<file path="src/rtl/colser_pkg.sv">
package colser_pkg;
  // Per-cycle commands from the control FSM to the shifting datapath.
  typedef struct packed {
    logic loadFirst;   // capture rdData as the leading-column word
    logic loadSecond;  // capture rdData as the trailing-column word
    logic putBit;      // present the next bit, shift clock low
    logic raiseClk;    // shift clock high
    logic dropClk;     // shift clock low after the last bit of a word pair
  } serStrobe_t;
endpackage

</file>
<file path="src/rtl/colser_ctrl.sv">
module colser_ctrl
  import colser_pkg::*;
#(
  parameter int COLS    = 128,
  parameter int ROWS    = 64,
  parameter int WORD_W  = 16,
  parameter int CLK_DIV = 2,
  localparam int STEPS  = COLS / 2,
  localparam int WPC    = ROWS / WORD_W,
  localparam int STEP_W = $clog2(STEPS),
  localparam int ADDR_W = $clog2(COLS * WPC)
) (
  input  logic              clk,
  input  logic              rstN,
  input  logic              start,
  input  logic [STEP_W-1:0] stepIdx,
  output logic [ADDR_W-1:0] rdAddr,
  output serStrobe_t        strobe,
  output logic              done
);
  localparam int COL_W  = STEP_W + 1;
  localparam int WSEL_W = (WPC > 1) ? $clog2(WPC) : 1;
  localparam int BIT_W  = $clog2(2 * WORD_W);
  localparam int DIV_W  = (CLK_DIV > 1) ? $clog2(CLK_DIV) : 1;

  typedef enum logic [2:0] {S_IDLE, S_RD1, S_RD2, S_RD3, S_LOW, S_HIGH, S_FIN} state_t;

  state_t             state, stateNxt;
  logic [STEP_W-1:0]  nextStep;
  logic [WSEL_W-1:0]  wordIdx;
  logic [BIT_W-1:0]   bitCnt;
  logic [DIV_W-1:0]   divCnt;
  logic [COL_W-1:0]   leadCol, trailCol, curCol;
  logic               divDone, lastBit, lastWord;

  // Leading column is 2n; trailing is three further on, wrapping modulo COLS.
  assign leadCol  = {nextStep, 1'b0};
  assign trailCol = leadCol + COL_W'(3);
  assign curCol   = (state == S_RD2) ? trailCol : leadCol;
  assign rdAddr   = ADDR_W'(curCol) * ADDR_W'(WPC) + ADDR_W'(wordIdx);

  assign divDone  = (divCnt == DIV_W'(CLK_DIV - 1));
  assign lastBit  = (bitCnt == BIT_W'(2 * WORD_W - 1));
  assign lastWord = (wordIdx == WSEL_W'(WPC - 1));
  assign done     = (state == S_FIN);

  always_comb begin
    stateNxt = state;
    strobe   = '0;
    unique case (state)
      S_IDLE: if (start) stateNxt = S_RD1;
      S_RD1:  stateNxt = S_RD2;
      S_RD2: begin
        strobe.loadFirst = 1'b1;
        stateNxt = S_RD3;
      end
      S_RD3: begin
        strobe.loadSecond = 1'b1;
        strobe.putBit     = 1'b1;
        stateNxt = S_LOW;
      end
      S_LOW: if (divDone) begin
        strobe.raiseClk = 1'b1;
        stateNxt = S_HIGH;
      end
      S_HIGH: if (divDone) begin
        if (lastBit) begin
          strobe.dropClk = 1'b1;
          stateNxt = lastWord ? S_FIN : S_RD1;
        end else begin
          strobe.putBit = 1'b1;
          stateNxt = S_LOW;
        end
      end
      S_FIN:  stateNxt = S_IDLE;
      default: stateNxt = S_IDLE;
    endcase
  end

  always_ff @(posedge clk or negedge rstN) begin
    if (!rstN) begin
      state    <= S_IDLE;
      nextStep <= '0;
      wordIdx  <= '0;
      bitCnt   <= '0;
      divCnt   <= '0;
    end else begin
      state <= stateNxt;
      if ((state == S_LOW || state == S_HIGH) && !divDone) divCnt <= divCnt + DIV_W'(1);
      else divCnt <= '0;
      if (state == S_IDLE && start) begin
        nextStep <= stepIdx + STEP_W'(1);
        wordIdx  <= '0;
        bitCnt   <= '0;
      end else if (state == S_HIGH && divDone) begin
        if (lastBit) begin
          bitCnt  <= '0;
          wordIdx <= wordIdx + WSEL_W'(1);
        end else begin
          bitCnt <= bitCnt + BIT_W'(1);
        end
      end
    end
  end
endmodule

</file>
<file path="src/rtl/colser_dp.sv">
module colser_dp
  import colser_pkg::*;
#(
  parameter int WORD_W = 16
) (
  input  logic              clk,
  input  logic              rstN,
  input  serStrobe_t        strobe,
  input  logic [WORD_W-1:0] rdData,
  output logic              serData,
  output logic              shiftClk
);
  logic [WORD_W-1:0] leadSh, trailSh;
  logic              pickTrail;

  always_ff @(posedge clk or negedge rstN) begin
    if (!rstN) begin
      leadSh    <= '0;
      trailSh   <= '0;
      pickTrail <= 1'b0;
      serData   <= 1'b0;
      shiftClk  <= 1'b0;
    end else begin
      if (strobe.loadFirst) begin
        leadSh    <= rdData;
        pickTrail <= 1'b0;
      end
      if (strobe.loadSecond) trailSh <= rdData;
      if (strobe.putBit) begin
        serData   <= pickTrail ? trailSh[0] : leadSh[0];
        shiftClk  <= 1'b0;
        pickTrail <= ~pickTrail;
        if (pickTrail) begin
          leadSh  <= leadSh >> 1;
          trailSh <= trailSh >> 1;
        end
      end
      if (strobe.raiseClk) shiftClk <= 1'b1;
      if (strobe.dropClk)  shiftClk <= 1'b0;
    end
  end
endmodule

</file>
<file path="src/rtl/vfd_col_serializer.sv">
module vfd_col_serializer
  import colser_pkg::*;
#(
  parameter int COLS    = 128,
  parameter int ROWS    = 64,
  parameter int WORD_W  = 16,
  parameter int CLK_DIV = 2,
  localparam int STEP_W = $clog2(COLS / 2),
  localparam int ADDR_W = $clog2(COLS * (ROWS / WORD_W))
) (
  input  logic              clk,
  input  logic              rstN,
  input  logic              start,
  input  logic [STEP_W-1:0] stepIdx,
  output logic [ADDR_W-1:0] rdAddr,
  input  logic [WORD_W-1:0] rdData,
  output logic              serData,
  output logic              shiftClk,
  output logic              done
);
  serStrobe_t strobe;

  colser_ctrl #(.COLS(COLS), .ROWS(ROWS), .WORD_W(WORD_W), .CLK_DIV(CLK_DIV)) u_ctrl (
    .clk(clk), .rstN(rstN), .start(start), .stepIdx(stepIdx),
    .rdAddr(rdAddr), .strobe(strobe), .done(done)
  );

  colser_dp #(.WORD_W(WORD_W)) u_dp (
    .clk(clk), .rstN(rstN), .strobe(strobe), .rdData(rdData),
    .serData(serData), .shiftClk(shiftClk)
  );
endmodule

</file>
<file path="config.mk">
export PLATFORM = sky130hd
export DESIGN_NAME = vfd_col_serializer
export DESIGN_NICKNAME = d
export VERILOG_FILES = /design/src/rtl/colser_pkg.sv /design/src/rtl/colser_ctrl.sv /design/src/rtl/colser_dp.sv /design/src/rtl/vfd_col_serializer.sv
export SDC_FILE = /design/constraint.sdc
export NUM_CORES = 1
export LEC_CHECK = 0
export ABC_AREA = 1
export BUFFER_PORTS_ARGS = -buffer_cell sky130_fd_sc_hd__buf_2
export CORE_UTILIZATION = 50
export DETAILED_ROUTE_END_ITERATION = 7
export PLACE_DENSITY = 0.7
export SETUP_SLACK_MARGIN = 0.05
export SYNTH_ARGS = -nofsm -noshare
export SYNTH_HDL_FRONTEND = slang
export SYNTH_HIERARCHICAL = 1
export SYNTH_SLANG_ARGS = --single-unit
export TNS_END_PERCENT = 5
</file>
<file path="constraint.sdc">
create_clock -name clk -period 3.03 [get_ports clk]
set_input_delay 0.4545 -clock clk [delete_from_list [all_inputs] [get_ports clk]]
set_output_delay 0.4545 -clock clk [all_outputs]
set_load 0.005 [all_outputs]
</file>
# After elaboration in Yosys (flattened, before gate mapping)

Index checks and enable logic that the tools add are counted.

Flip-flop bits (word level): 52
Latch bits: 0
RAM bits: 0
ROM bits: 0
Input bits: 25
Output and inout port bits: 12
Word-level logic and storage cells: 76
Memories kept: 0

Add/sub/neg operators: 6
$mul: 0
Divide/modulo/power cells: 0
Order comparisons: 0
Equality and inequality tests: 11
Shifts and indexed selects: 0
Mux-type cells: 36
Bitwise logic cells: 1
Reduce and logical (&&, ||, !) cells: 12

Operator list:

| kind                                                                   | number |
|---|---|
| 16-bit two-way mux                                                     | 6 |
| 3-bit one-hot mux with 6 select lines                                  | 1 |
| 1-bit two-way mux                                                      | 16 |
| 3-bit two-way mux                                                      | 5 |
| 5-bit two-way mux                                                      | 3 |
| 9-bit by 2-bit adder with 9-bit output                                 | 1 |
| 3-bit equality test (second input constant)                            | 3 |
| 7-bit by 2-bit adder with 7-bit output (second input constant)         | 1 |
| 7-bit two-way mux                                                      | 1 |
| 6-bit by 1-bit adder with 6-bit output (second input constant)         | 1 |
| 3-bit by 2-bit equality test with 1-bit output (second input constant) | 2 |
| 2-bit two-way mux                                                      | 3 |
| 2-bit nonzero test                                                     | 3 |
| 5-bit by 1-bit adder with 5-bit output (second input constant)         | 1 |
| 5-bit equality test (second input constant)                            | 1 |
| 2-bit by 1-bit != test with 1-bit output (second input constant)       | 2 |
| 3-bit by 1-bit equality test with 1-bit output (second input constant) | 1 |
| 1-bit logical AND                                                      | 3 |
| 3-bit logical NOT                                                      | 1 |
| 3-bit AND reduction                                                    | 1 |
| 3-bit nonzero test                                                     | 1 |
| 2-bit by 1-bit adder with 2-bit output (second input constant)         | 1 |
| 2-bit equality test (second input constant)                            | 1 |
| 2-bit != test (second input constant)                                  | 1 |
| other kinds (6)                                                        | 6 |

# Depth between registers and ports, before layout

Gate-level depths: netlist of the first run.

Word-level depth: 7
Depth in mapped cells: 11

# Modules after synthesis

Netlist of the first run, hierarchy kept.

By module, submodules not included:

| module      | instances | cells each | area an instance (um^2) |
|---|---|---|---|
| colser_dp   | 1         | 263        | 1835.5 |
| colser_ctrl | 1         | 155        | 1196.1 |

# Worst setup path before layout of the first run

OpenSTA, ideal clock, no wires.

Path kind: register to register
Start point: register u_ctrl.bitCnt[0]
End point: register u_dp.leadSh[0]
Library setup time: 0.117 ns
Arrival time: 1.687 ns
Data required time: 2.913 ns
Slack: 1.226 ns
Stages on the path, launching flop included: 10
Buffers on the path: 1
Period minus slack after synthesis: 1.804 ns
Path through: dfrtp_1 -> ha_1 -> nand2_1 -> nor2_1 -> ha_1 -> o21ai_0 -> nand2_2 -> buf_2 -> nand3_1 -> nand2_1

RTL lines:

| what                     | RTL line           | RTL |
|---|---|---|
| start: declaration       | colser_ctrl.sv:31  | `logic [BIT_W-1:0] bitCnt;` |
| start signal: assignment | colser_ctrl.sv:100 | `bitCnt <= bitCnt + BIT_W'(1);` |
| end signal: assignment   | colser_dp.sv:25    | `leadSh <= rdData;` |
| end signal: assignment   | colser_dp.sv:34    | `leadSh <= leadSh >> 1;` |
| end: declaration         | colser_dp.sv:13    | `logic [WORD_W-1:0] leadSh, trailSh;` |

# Final worst setup path of the first run

Start point: register u_ctrl.state[1]
End point: output rdAddr[5]

Longest elaborated chain between the ends: 3

Ends and longest elaborated chain:

| what                                           | RTL line                 | RTL |
|---|---|---|
| start: declaration                             | colser_ctrl.sv:28        | `state_t state, stateNxt;` |
| start signal: assignment                       | colser_ctrl.sv:88        | `state <= stateNxt;` |
| 3-bit by 2-bit equality test with 1-bit output | colser_ctrl.sv:39        | `assign curCol = (state == S_RD2) ? trailCol : leadCol;` |
| 7-bit two-way mux                              | colser_ctrl.sv:39        |  |
| 9-bit by 2-bit adder with 9-bit output         | colser_ctrl.sv:40        | `assign rdAddr = ADDR_W'(curCol) * ADDR_W'(WPC) + ADDR_W'(wordIdx);` |
| end: declaration                               | vfd_col_serializer.sv:15 | `output logic [ADDR_W-1:0] rdAddr,` |

No other way between the ends.

==> summary.txt, run 1 <==
Share of the synthesized area in the top cell type: 0.429
Final setup vio count: 0
Most common cell after layout, fill and taps aside: nand2_1
Max-slew headroom: 0.649
Crit path required time: 2580 ps
Num CTS Buffers: 5
Endpoints failing hold: 0
Ratio of cells with drive above 1 in the final layout: 0.149
Status: complete, no violations
Synth async-reset ratio: 1.00
Setup Skew: 5.75 ps
Die Area: 0.00638 mm2
Yosys reg bits: 52
Synth unique cells: 27
CORE AREA: 0.00568 mm2
Synthesized cell area: 0.00303 mm2
Crit path buffers/inverters: 1
Period utilization: 0.747
Max incr delay on CP: 640 ps
Total power: 1270 uW
Die Wd: 79.9 um
Initial antenna violation count: 0
Core Rows: 27
TritonRoute pass-1 iters: 4
Crit Path Max Fanout: 12
Final slew viol count: 0
Post-synth EDFFs: 0
Yosys top cell by area: dfrtp_1
Global Route Usage Sum: 0.209
Post-CTS setup buffers: 0
I/O Pins: 37
CTS HTree Levels: 2
Vias in the first global route: 2330
Layout Utilization: 0.580
Least-Margin Pin Slew: 526 ps
NumNets Final: 480
WS Path Type: reg2out
Post-synthesis sequential area ratio: 0.429
RSZ-0062 raised after global routing: no
Post-Synthesis Cells: 418
Syn nets: 449
Crit-path cells: nand2_2, nor2_4, nand2_1, xnor2_1, buf_2
Dpl hpwl: 4.19 mm
WL per Instance: 11.3 um
Final ANT Viol Nets: 0
Pin count of the biggest net entering global routing: 33
Endpoint class of the critical path: primary output
Port bufs: 36
Clock transition at the registers of the reported paths: 90 ps
Avg Cell Area, Syn: 7.25 um2
Drt drc: 0
Critical Path Start Type: flop
Crit path DAT: 1810 ps
Vias after detailed routing: 2524
Worst R2R Path Depth: 9
Synth Flop Type: dfrtp_1
Clk_lat worst skew: 310 ps
Maximum clock frequency: 442 MHz
CTS sink count: 52
Diode count: 0
CTS tree: done
Cell Pwr Density: 384 mW/mm2
Gr ovfl total: 0
First-pass GRT wire length: 10.4 mm
Layout area overhead: 8.67%
Post-route minimum period: 2260 ps
R2r setup slk: 850 ps
Maximum vdd drop: 173 uV
YS warnings: 6
Worst-case clock buffer depth: 2
Hold buffer count at CTS: 0
Initial Util: 0.534
GP Congestion: 0.820
Initial DRC Count: 145
WL final: 5.92 mm
Fill cell total of the finished layout: 564
Worst Hold Class: in2async
# resized after CTS: 0
Vias per inst: 4.84
R2r endpoint: u_dp/trailSh[0]$_DFF_PN0_
Critical path's top delay family: flip-flops
Top cells by area, synth: dfrtp_1 43%, nand2_1 22%, nand3_1 8.4%
CTS Root Cell: clkbuf_8
Setup TNS: 0 ps
Crit-path slowest cell: dfrtp_1
Static leakage: 0.00193 uW
DIE HEIGHT: 79.9 um
Most frequent cells in the layout: 174 x nand2_1, 60 x inv_1, 52 x dfrtp_1
Crit Reg-Reg Startpoint: u_ctrl/bitCnt[0]$_DFFE_PN0P_
Max Cap Viol: 0
flip-flops by register name (all words and copies together), names as in the netlist:
| signal | flops |
|---|---|
| u_ctrl/state | 3 |
| u_dp/trailSh | 16 |
| u_ctrl/bitCnt | 5 |
| u_dp/shiftClk | 1 |
| u_ctrl/divCnt | 1 |
| u_dp/serData | 1 |
| u_ctrl/nextStep | 6 |
| u_dp/leadSh | 16 |
| u_dp/pickTrail | 1 |
| u_ctrl/wordIdx | 2 |
routing by layer:
layer	GRT usage	share of wire	routed length [um]	vias to the layer above
met3	0.0343	0.039	229	9
met1	0.267	0.48	2820	1147
li1	-	-	-	1317
met5	0	0	0	-
met4	0.0696	0.014	85	0
met2	0.356	0.47	2780	51
Yosys cell counts, types with 4 or more instances:
master   instances
o21ai_0          8
ha_1             6
xnor2_1          4
nor2_1          16
buf_6           10
dfrtp_1         52
buf_2            5
inv_1           60
nand3_1         51
nor2_4           4
nand2_1        174
worst max path at each step:
stage / start / endpoint / slack [ps] / cells past startpoint
5_1_grt: u_ctrl/bitCnt[0]$_DFFE_PN0P_ / u_dp/leadSh[11]$_DFF_PN0_ / 610 / 9
2_1_floorplan: u_ctrl/bitCnt[0]$_DFFE_PN0P_ / u_dp/leadSh[0]$_DFF_PN0_ / 1230 / 9
6_report: u_ctrl/state[1]$_DFFE_PN0P_ / rdAddr[5] / 770 / 5
3_3_place_gp: u_ctrl/bitCnt[0]$_DFFE_PN0P_ / u_dp/leadSh[0]$_DFF_PN0_ / 940 / 9
4_1_cts: u_ctrl/state[1]$_DFFE_PN0P_ / rdAddr[5] / 760 / 5
3_5_place_dp: u_ctrl/bitCnt[0]$_DFFE_PN0P_ / u_dp/trailSh[0]$_DFF_PN0_ / 880 / 9
cell type report:
type,count,area [um2],area share
multi-input cells,283,1320,0.401
flip-flops and latches,52,1300,0.395
inverters,66,255,0.0775
repair buffers,41,218,0.0661
well taps,72,90.1,0.0273
clock buffers,6,72.6,0.0220
clock inverters,2,35.0,0.0106
logic make-up after synthesis:
group / share of synthesized area
AND/OR/NAND/NOR: 0.372
adder cells (fa/ha/maj): 0.0248
XOR/XNOR: 0.0173
buffers and inverters: 0.135
flip-flops: 0.429
AO/OA/AOI/OAI: 0.0223
metrics by stage:
step                      worst slack [ps]  cells  hold WS (ps)  instance area, um2
after floorplan                       1230    418           159                3030
final                                  766    522          97.9                3290
after CTS                              755    522           116                3290
after global placement                 941    514           453                3190
after global routing                   607    522           129                3290
after detailed placement               882    514           454                3190
report_power, final:
| group | switching, uW | internal [uW] |
|---|---|---|
| Sequential | 8.04 | 709 |
| Combinational | 44.9 | 29.9 |
| Clock | 228 | 246 |
| Total | 281 | 984 |
Note: power is estimated with default switching activity, not from simulation.
==> run 2: changes to the inputs <==
- clock period: 3.03 -> 2.2 ns (I/O delays scaled with it)
==> summary.txt, run 2 (same netlist as run 1, synthesis figures left out) <==
Initial DRC Count: 179
CORE AREA: 0.00568 mm2
Total power: 1620 uW
# resized after CTS: 0
Clock transition at the registers of the reported paths: 100 ps
CTS Root Cell: clkbuf_8
Critical Path Start Type: flop
Crit path DAT: 2150 ps
Diode count: 0
Static leakage: 0.00193 uW
P_int: 1230 uW
Fill cell total of the finished layout: 539
Most common cell after layout, fill and taps aside: nand2_1
Post-CTS setup buffers: 0
Final setup vio count: 0
Status: complete, no violations
Dpl hpwl: 4.20 mm
Endpoints failing hold: 0
Max-slew headroom: 0.525
CTS HTree Levels: 2
Ratio of cells with drive above 1 in the final layout: 0.155
Most frequent cells in the layout: 174 x nand2_1, 60 x inv_1, 52 x dfrtp_1
WS Path Type: reg2reg
Hold_ws: 60.1 ps
Die Wd: 79.9 um
Drt drc: 0
Setup TNS: 0 ps
Cell Pwr Density: 492 mW/mm2
Comb power frac: 0.063
RSZ-0062 raised after global routing: yes
Global Route Usage Sum: 0.213
Period utilization: 0.885
Core Rows: 27
Pin count of the biggest net entering global routing: 33
GP Congestion: 0.874
Endpoint class of the critical path: flop
Crit Reg-Reg Startpoint: u_ctrl/bitCnt[0]$_DFFE_PN0P_
Biggest registers after layout: u_dp/leadSh x16, u_dp/trailSh x16, u_ctrl/nextStep x6
CTS sink count: 52
Seq pwr share: 0.608
Vias per inst: 4.84
First-pass GRT wire length: 10.6 mm
Layout Utilization: 0.582
Vias after detailed routing: 2537
I/O Pins: 37
R2r setup slk: 250 ps
Worst Hold Class: in2async
Crit path required time: 2400 ps
Crit Path Max Fanout: 32
NumNets Final: 483
Least-Margin Pin Slew: 712 ps
Maximum clock frequency: 514 MHz
Port bufs: 36
Initial antenna violation count: 0
TritonRoute pass-1 iters: 4
WL final: 6.07 mm
Vias in the first global route: 2443
Net Sw Frac: 0.240
R2r endpoint: u_dp/trailSh[10]$_DFF_PN0_
Final slew viol count: 0
Post-route minimum period: 1950 ps
Layout area overhead: 8.96%
Worst R2R Path Depth: 9
Num CTS Buffers: 5
Clk_lat worst skew: 310 ps
CTS tree: done
Setup Skew: 11.2 ps
Final ANT Viol Nets: 0
DIE HEIGHT: 79.9 um
Area of the multi-input gates: 0.00132 mm2
Hold buffer count at CTS: 0
Worst-case clock buffer depth: 2
Maximum vdd drop: 358 uV
Seq. cell area: 0.00130 mm2
Die Area: 0.00638 mm2
Initial Util: 0.534
Max Cap Viol: 0
Clk pwr share: 0.328
Gr ovfl total: 0
WL per Instance: 11.6 um
Psw: 390 uW
==> run 2: power groups by stage <==
stage               Sequential [uW]  Clock (uW)  Combinational, uW
floorplan                      1000           0               48.2
global placement               1010           0                103
detailed placement             1010           0                105
CTS                             988         557                105
global route                    991         587                122
finish                          988         533                103
==> run 2: layer usage <==
layer,wire length [um],up-vias,GRT usage,share of wire
met5,0,-,0,0
met4,59,0,0.0804,0.0097
met3,264,5,0.0320,0.044
met2,2900,51,0.367,0.48
met1,2840,1154,0.269,0.47
li1,-,1327,-,-
==> run 2: worst max path at each step <==
stage                                       startpoint                    endpoint  depth (start not counted)
final                     u_ctrl/bitCnt[0]$_DFFE_PN0P_  u_dp/trailSh[10]$_DFF_PN0_                          9
after global routing      u_ctrl/bitCnt[0]$_DFFE_PN0P_  u_dp/trailSh[15]$_DFF_PN0_                          9
after CTS                  u_ctrl/state[1]$_DFFE_PN0P_                   rdAddr[8]                          6
after detailed placement  u_ctrl/bitCnt[0]$_DFFE_PN0P_  u_dp/trailSh[10]$_DFF_PN0_                          9
after global placement    u_ctrl/bitCnt[0]$_DFFE_PN0P_  u_dp/trailSh[10]$_DFF_PN0_                          9
after floorplan           u_ctrl/bitCnt[0]$_DFFE_PN0P_    u_dp/leadSh[0]$_DFF_PN0_                          9
==> run 2: area by class of cell <==
cell class | count | share of cell area
repair buffers | 44 | 0.0765
inverters | 66 | 0.0773
clock buffers | 5 | 0.0208
well taps | 72 | 0.0273
multi-input cells | 283 | 0.400
clock inverters | 2 | 0.00379
flip-flops and latches | 52 | 0.394
==> run 2: critical path, cell delays in order, from the launching register on <==
cell     delay [ps]
dfrtp_1         430
ha_1            220
nand2_1          80
nor2_1           60
ha_1            190
o21ai_0         320
nand2_2         100
buf_4           260
nand3_1         120
nand2_1          60
==> run 2: per-stage QoR <==
step / cells / area, um2 / setup WS (ps)
final: 524 / 3300 / 254
after detailed placement: 517 / 3220 / 269
after floorplan: 418 / 3030 / 396
after CTS: 524 / 3300 / 242
after global routing: 524 / 3300 / 36.8
after global placement: 517 / 3220 / 312
==> run 3: changes to the inputs <==
- BUFFER_PORTS_ARGS: -buffer_cell sky130_fd_sc_hd__buf_2 -> -buffer_cell sky130_fd_sc_hd__clkbuf_2
==> summary.txt, run 3 (same netlist as run 1, synthesis figures left out) <==
Status: complete, no violations
Drt drc: 0
Post-CTS setup buffers: 0
Maximum clock frequency: 511 MHz
CORE AREA: 0.00568 mm2
Hold buffer count at CTS: 0
Crit-path slowest cell: dfrtp_1
Crit Path Max Fanout: 32
Final WS setup: 245 ps
CTS HTree Levels: 2
Initial DRC Count: 172
Clock transition at the registers of the reported paths: 100 ps
Dpl hpwl: 4.41 mm
Endpoint class of the critical path: flop
Worst slack at placement: 268 ps
CP endpoint: u_dp/trailSh[9]$_DFF_PN0_
Die Wd: 79.9 um
Max Cap Viol: 0
Most common cell after layout, fill and taps aside: nand2_1
Ratio of cells with drive above 1 in the final layout: 0.159
# resized after CTS: 0
Num CTS Buffers: 5
Initial antenna violation count: 0
Seq. cell area: 0.00130 mm2
Least-Margin Pin Slew: 730 ps
Maximum vdd drop: 495 uV
Area of the multi-input gates: 0.00132 mm2
Vias per inst: 4.90
Initial Util: 0.534
CTS Root Cell: clkbuf_8
Final ANT Viol Nets: 0
Crit path depth: 9
R2r endpoint: u_dp/trailSh[9]$_DFF_PN0_
Critical Path Start Type: flop
Biggest registers after layout: u_dp/leadSh x16, u_dp/trailSh x16, u_ctrl/nextStep x6
Most frequent cells in the layout: 174 x nand2_1, 60 x inv_1, 52 x dfrtp_1
Crit Reg-Reg Startpoint: u_ctrl/bitCnt[0]$_DFFE_PN0P_
Die Area: 0.00638 mm2
Vias after detailed routing: 2579
WL final: 6.09 mm
Setup Skew: 13.9 ps
Final slew viol count: 0
Clk_lat worst skew: 300 ps
Port bufs: 36
Global Route Usage Sum: 0.215
Static leakage: 0.00194 uW
Critical path's top delay family: flip-flops
Core Rows: 27
R2r setup slk: 240 ps
Max-slew headroom: 0.513
Crit path required time: 2390 ps
Endpoints failing hold: 0
Worst Hold Class: in2async
CTS tree: done
Final setup vio count: 0
Crit path from: u_ctrl/bitCnt[0]$_DFFE_PN0P_
CTS sink count: 52
Layout area overhead: 9.45%
Fill cell total of the finished layout: 553
NumNets Final: 485
TritonRoute pass-1 iters: 4
Vias in the first global route: 2450
Crit path DAT: 2140 ps
First-pass GRT wire length: 10.8 mm
DIE HEIGHT: 79.9 um
GP Congestion: 0.875
I/O Pins: 37
Diode count: 0
WS Path Type: reg2reg
Crit path buffers/inverters: 1
Crit-path cells: ha_1, nand2_1, nor2_1, ha_1, o21ai_0, nand2_2, buf_4, nand3_1, nand2_1
Post-route minimum period: 1960 ps
Gr ovfl total: 0
Cell Pwr Density: 490 mW/mm2
Period utilization: 0.889
Setup TNS: 0 ps
Worst R2R Path Depth: 9
Pin count of the biggest net entering global routing: 33
RSZ-0062 raised after global routing: yes
Max incr delay on CP: 430 ps
WL per Instance: 11.6 um
Worst-case clock buffer depth: 2
## run 3: cell types whose count changed in the layout (fill, tap and decap cells not counted), sizes merged
| cell | delta |
|---|---|
| clkbuf | +36 |
| buf | -34 |
## run 3: area by class of cell
type                       instances  area share
timing repair buffer              46      0.0807
inverter                          66      0.0769
tap                               72      0.0271
multi-input combinational        283       0.399
sequential                        52       0.392
clock buffer                       5      0.0207
clock inverter                     2     0.00377
## run 3: worst register-to-register path, stage by stage (launching register included)
cell     delay [ps]
dfrtp_1         430
ha_1            230
nand2_1          90
nor2_1           60
ha_1            190
o21ai_0         310
nand2_2         100
buf_4           260
nand3_1         130
nand2_1          60
## run 3: power breakdown
group / internal (uW) / total, uW / leakage (uW) / switching, uW
sequential: 976 / 988 / 0.000644 / 12.0
clock: 216 / 532 / 0.0000400 / 315
combinational: 42.3 / 104 / 0.00125 / 62.0
total: 1240 / 1620 / 0.00194 / 389
## run 3: how the worst min path moves through the flow
stage | cells past startpoint | slack [ps] | to | from
after floorplan | 0 | 30 | u_ctrl/bitCnt[0]$_DFFE_PN0P_ | rstN
after global placement | 1 | 440 | u_dp/trailSh[2]$_DFF_PN0_ | rstN
after detailed placement | 1 | 430 | u_dp/trailSh[3]$_DFF_PN0_ | rstN
after CTS | 1 | 100 | u_dp/leadSh[4]$_DFF_PN0_ | rstN
after global routing | 1 | 120 | u_dp/trailSh[3]$_DFF_PN0_ | rstN
final | 1 | 60 | u_dp/trailSh[3]$_DFF_PN0_ | rstN
## run 3: metal layers
layer	track usage	share of wire	vias to the layer above
met5	0	0	-
met4	0.0429	0.0051	0
met3	0.0343	0.032	4
met2	0.382	0.48	40
met1	0.274	0.48	1202
li1	-	-	1333
## run 3: per-stage QoR
step	hold slack (ps)	area, um2	instances	power [uW]	util
finish	63.8	3320	526	1620	0.585
global route	120	3320	526	1720	0.585
CTS	95.2	3320	526	1650	0.585
detailed placement	433	3240	519	1110	0.570
global placement	442	3240	519	1110	0.570
floorplan	34.4	3030	418	1050	-
